## config.mk

```make
export PLATFORM = sky130hd
export DESIGN_NAME = burst_addr_gen
export DESIGN_NICKNAME = d
export VERILOG_FILES = /design/src/rtl/bst_pkg.sv /design/src/rtl/bst_load_qual.sv /design/src/rtl/bst_beat_ctr.sv /design/src/rtl/bst_low_gen.sv /design/src/rtl/burst_addr_gen.sv
export SDC_FILE = /design/constraint.sdc
export NUM_CORES = 1
export LEC_CHECK = 0
export BUFFER_PORTS_ARGS = -buffer_cell sky130_fd_sc_hd__buf_2
export CORE_MARGIN = 1
export CORE_UTILIZATION = 41
export CTS_BUF_LIST = sky130_fd_sc_hd__clkbuf_4 sky130_fd_sc_hd__clkbuf_8
export DETAILED_ROUTE_END_ITERATION = 12
export PLACE_DENSITY_LB_ADDON = 0.2
export SETUP_SLACK_MARGIN = 0.2
export SLEW_MARGIN = 20
export SYNTH_ARGS = -nofsm -noshare
export SYNTH_HDL_FRONTEND = slang
export SYNTH_SLANG_ARGS = --single-unit
```

## constraint.sdc

```tcl
create_clock -name clk -period 1.35 [get_ports clk]
set_input_delay 0.0675 -clock clk [delete_from_list [all_inputs] [get_ports clk]]
set_output_delay 0.0675 -clock clk [all_outputs]
set_load 0.03 [all_outputs]
```

## src/rtl/bst_pkg.sv

```systemverilog
package bst_pkg;
  typedef logic [1:0] beat_t;

  // low address bits for beat k of a burst that began at s
  function automatic beat_t beat_low(input beat_t s, input beat_t k, input logic lin);
    beat_t r;
    if (lin) r = s + k;
    else     r = s ^ k;
    return r;
  endfunction
endpackage

```

## src/rtl/bst_load_qual.sv

```systemverilog
module bst_load_qual (
  input  logic chip_en,
  input  logic load_cpu,
  input  logic load_ctl,
  output logic load_o
);
  logic cpu_ok;
  assign cpu_ok = load_cpu & chip_en;
  assign load_o = cpu_ok | load_ctl;
endmodule

```

## src/rtl/bst_beat_ctr.sv

```systemverilog
module bst_beat_ctr
  import bst_pkg::*;
(
  input  logic  clk,
  input  logic  rst,
  input  logic  load,
  input  logic  step,
  output beat_t beat_q,
  output beat_t beat_nxt,
  output logic  last_q
);
  localparam beat_t FINAL_BEAT = 2'd3;

  always_comb begin
    if (load)      beat_nxt = '0;
    else if (step) beat_nxt = beat_q + 2'd1;
    else           beat_nxt = beat_q;
  end

  always_ff @(posedge clk) begin
    if (rst) begin
      beat_q <= '0;
      last_q <= 1'b0;
    end else begin
      beat_q <= beat_nxt;
      last_q <= (beat_nxt == FINAL_BEAT);
    end
  end

  // a load always clears the last-beat flag
  p_last_clear_on_load_r9: assert property (@(posedge clk) disable iff (rst)
    load |=> !last_q);
  // third advance raises the flag
  p_last_on_third_r9: assert property (@(posedge clk) disable iff (rst)
    (!load && step && beat_q == 2'd2) |=> last_q);
endmodule

```

## src/rtl/bst_low_gen.sv

```systemverilog
module bst_low_gen
  import bst_pkg::*;
(
  input  beat_t start_i,
  input  beat_t beat_i,
  input  logic  lin_i,
  output beat_t low_o
);
  assign low_o = beat_low(start_i, beat_i, lin_i);
endmodule

```

## src/rtl/burst_addr_gen.sv

```systemverilog
module burst_addr_gen
  import bst_pkg::*;
#(
  parameter int          AW         = 16,
  parameter logic [AW-1:0] RESET_ADDR = '0
) (
  input  logic          clk,
  input  logic          rst,
  input  logic          chip_en,
  input  logic          load_cpu,
  input  logic          load_ctl,
  input  logic          step_i,
  input  logic          lin_mode,
  input  logic [AW-1:0] addr_i,
  output logic [AW-1:0] addr_o,
  output logic          last_o
);
  localparam int UW = AW - 2;

  logic          load;
  beat_t         beat_q, beat_nxt, start_q, low_nxt;
  logic [AW-1:0] addr_q, addr_nxt;

  bst_load_qual u_qual (
    .chip_en (chip_en),
    .load_cpu(load_cpu),
    .load_ctl(load_ctl),
    .load_o  (load)
  );

  bst_beat_ctr u_ctr (
    .clk     (clk),
    .rst     (rst),
    .load    (load),
    .step    (step_i),
    .beat_q  (beat_q),
    .beat_nxt(beat_nxt),
    .last_q  (last_o)
  );

  bst_low_gen u_low (
    .start_i(start_q),
    .beat_i (beat_nxt),
    .lin_i  (lin_mode),
    .low_o  (low_nxt)
  );

  always_comb begin
    if (load)        addr_nxt = addr_i;
    else if (step_i) addr_nxt = {addr_q[AW-1:2], low_nxt};
    else             addr_nxt = addr_q;
  end

  always_ff @(posedge clk) begin
    if (rst) begin
      addr_q  <= RESET_ADDR;
      start_q <= RESET_ADDR[1:0];
    end else begin
      addr_q <= addr_nxt;
      if (load) start_q <= addr_i[1:0];
    end
  end

  assign addr_o = addr_q;

  // a load shows the sampled address on the next cycle
  p_load_visible_r2: assert property (@(posedge clk) disable iff (rst)
    load |=> addr_o == $past(addr_i));
  // upper bits move only on a load
  p_upper_fixed_r6: assert property (@(posedge clk) disable iff (rst)
    !load |=> addr_o[AW-1:2] == $past(addr_o[AW-1:2]));
  // idle cycles hold the address and flag
  p_idle_hold_r7: assert property (@(posedge clk) disable iff (rst)
    (!load && !step_i) |=> ($stable(addr_o) && $stable(last_o)));
  // an ungated processor strobe alone leaves the idle state alone
  p_cpu_gate_r3: assert property (@(posedge clk) disable iff (rst)
    (!chip_en && load_cpu && !load_ctl && !step_i) |=> $stable(addr_o));
  // a strobe with an advance restarts the beat count
  p_load_wins_r8: assert property (@(posedge clk) disable iff (rst)
    (load && step_i) |=> beat_q == 2'd0);
  // reset value
  p_reset_val_r1: assert property (@(posedge clk)
    rst |=> (addr_o == RESET_ADDR && !last_o));
  initial assert (UW >= 1) else $error("AW must exceed 2");
endmodule

```

==> results.md <==
- Status: complete, no violations
- Wirelength, routed: 1.86 mm
- Largest cells by area after synthesis: dfxtp_1 52%, nand2_1 16%, a21oi_1 11%, buf_4 2.8%, xnor3_1 2.8%
- Cell Pwr Density: 1010 nW/µm²
- Register area share after synthesis: 51.9%
- Total gr overflow: 0
- Max stage delay cell, worst path: dfxtp_2
- Synth warn: 0
- Final min period: 1.28 ns
- Family with the most delay on the worst path: flip-flops
- FP Rows: 15
- Fin. Hold Viols: 0
- First DRT Iteration DRCs: 12
- Share of layout cells above drive strength 1: 38.7%
- Hold slack: 0.0167 ns
- 1st-pass router iterations: 4
- Synthesized area per cell: 8.70 µm²
- Slew @ Worst Pin: 0.224 ns
- Number of global-route vias before repair: 662
- RSZ-0062 raised after global routing: true
- Hold Crit Endpoint: addr_o[13]
- Largest net degree at the start of global routing: 22
- Post-DP HPWL: 1.26 mm
- Fin crit share: 94.5%
- Ant diodes: 0
- Antenna violations before repair: 0
- Hold WC Path Type: in2reg
- CP bufs+invs: 0
- Cells on worst reg2reg path: 6
- Clk_skew: 0.00306 ns
- Worst-path clk slew: 0.11 ns
- Final ANT Viol Nets: 0
- Hold path depth: 3
- FF-to-FF End: addr_o[0]
- Number of remaining DRC errors: 0
- Starting density of the core: 45.4%
- Synth Flop Type: dfxtp_1
- Max transition margin: 85.1%
- Setup slack after layout: 0.0741 ns
- Setup TNS: 0 ns
- Post-route insts no fill: 175
- Final GP Congestion: 0.745
- DIE WIDTH: 46.4 µm
- Met2 routed WL: 889 µm
- Metal-1 WL: 853 µm
- I/O Buffers: 39
- Worst VDD drop: 0.000806 V
- Post-Place Cells: 158
- Setup crit end kind: register
- Worst Path Max Fanout: 2
- Yosys top cell by area: dfxtp_1
- Most numerous cell in the Yosys netlist: nand2_1
- Htree depth: 1
- Die area: 2160 µm²
- Area share of the largest cell type after synthesis: 51.9%
- MaxCap Viol Count: 0
- Die Span Y: 46.4 µm
- Total track usage: 18.6%
- Core Util, Final: 70.5%
- DR top layer: met4
- Area of the multi-input gates: 407 µm²
- Top Ports: 40
- Post-synthesis cell area: 810 µm²
- Clk_lat worst skew: 0.29 ns
- R2R Setup Slk: 0.07 ns
- Wirelength per Cell: 10.6 µm
- Setup Slack @ Placement: 0.00428 ns
- Number of synthesized flops with an enable pin: 0
- TritonCTS sink count: 21
- Leakage: 0.599 nW
- Area growth syn-to-layout: 55.3%
- Final #Nets: 175
- Startpoint of the worst hold path: addr_i[13]
- Fillers: 136
- Crit path required time: 1.54 ns
- Yosys reg bits: 21
- Synthesized instance count: 93
- Crit Path Category: reg2reg
- Max Root-Sink Buffers: 2
- Cts bufs inserted: 3
- Met3 routed WL: 103 µm
- Final slew viol count: 0
- Core Area: 1780 µm²
- FF/Latch Area: 422 µm²
- Cell variety after synth: 19
- Fraction of registers with async set or reset after synthesis: 0%
- Routed via count: 812
- Commonest cells post-synth: 35 x nand2_1, 21 x dfxtp_1, 17 x a21oi_1, 3 x buf_4
- Final setup vio count: 0
- Post-Syn Nets: 117
- Root buffer cell: clkbuf_4
- CTS tree: built
- Max Clk Rate: 0.784 GHz
- Crit path DAT: 1.47 ns
- CP startpoint kind: register
- Vias/cell: 4.64
- First-pass GRT wire length: 2.83 mm
- Worst R2R Start: u_ctr.beat_q[0]
- Worst path cell trace: xnor2_4 -> nor2_4 -> ha_4 -> mux2_4 -> nand2_1 -> a21oi_1
- Worst path max stage delay: 0.36 ns
final cells by class:
type,instances,share of cell area (%)
Tap cell,25,2.49
Multi-Input combinational cell,67,32.3
Sequential cell,21,33.5
Clock buffer,4,2.39
Timing Repair Buffer,58,29.3
flip-flops by register name, summed over array words and instances (netlist names):
| name | flops |
|---|---|
| start_q | 2 |
| u_ctr.last_q | 1 |
| addr_o | 16 |
| u_ctr.beat_q | 2 |
worst reg2reg max path, cell delays in order (launching register included):
cell and delay [ns]:
dfxtp_2 0.36, xnor2_4 0.14, nor2_4 0.11, ha_4 0.20
mux2_4 0.24, nand2_1 0.06, a21oi_1 0.06
kinds of logic (layout without fill, tap and decap cells):
kind of cell / after synthesis / after routing / share of synthesized area (%)
AOI/OAI and AO/OA: 20 / 20 / 13.6
buffers and inverters: 5 / 62 / 4.02
xor gates and xnor gates: 4 / 4 / 6.03
and+or+nand+nor: 41 / 41 / 21.5
adders and majority gates: 1 / 1 / 1.55
muxes: 1 / 1 / 1.39
DFF: 21 / 21 / 51.9
what timing repair did:
item | 4_1_cts | 5_1_grt
gates resized for setup | 1 | 1
hold endpoints to repair | 11 | 1
buffers inserted | 1 | 0
gates cloned | 0 | 0
endpoints found under the setup margin | 2 | 2
hold buffers | 11 | 1
pin swaps | 2 | 0
metal layers:
layer  vias up  track usage [%]
li1        420                -
met1       359             22.0
met2        31             31.7
met3         2             6.27
met4         0             5.29
met5         -                0
through the flow:
stage	area, µm²	power, mW
final	1260	1.27
after global routing	1260	1.34
after floorplan	850	0.852
after CTS	1240	1.28
after global placement	1080	0.932
after detailed placement	1080	0.939
cell usage in the layout (no fill, tap or decap), types with 4 or more instances in the layout:
| master | count |
|---|---|
| a21oi_1 | 17 |
| buf_2 | 39 |
| buf_4 | 7 |
| clkbuf_4 | 4 |
| dfxtp_1 | 20 |
| dlygate4sd3_1 | 12 |
| nand2_1 | 35 |
worst max path at each step:
stage,start,to,slack (ns),cells after the start
2_1_floorplan,u_ctr.beat_q[0],addr_o[0],0.06,6
6_report,u_ctr.beat_q[0],addr_o[0],0.07,6
3_5_place_dp,u_ctr.beat_q[0],addr_o[0],0.004,6
5_1_grt,u_ctr.beat_q[0],addr_o[0],0.02,6
4_1_cts,u_ctr.beat_q[0],addr_o[0],0.07,6
3_3_place_gp,u_ctr.beat_q[0],addr_o[0],0.07,6
where the power goes:
group | total (mW) | internal, mW | switching, mW
combinational | 0.286 | 0.130 | 0.156
clock | 0.309 | 0.135 | 0.173
sequential | 0.675 | 0.656 | 0.0192
total | 1.27 | 0.921 | 0.349
Power figures use the tool's default switching activity.
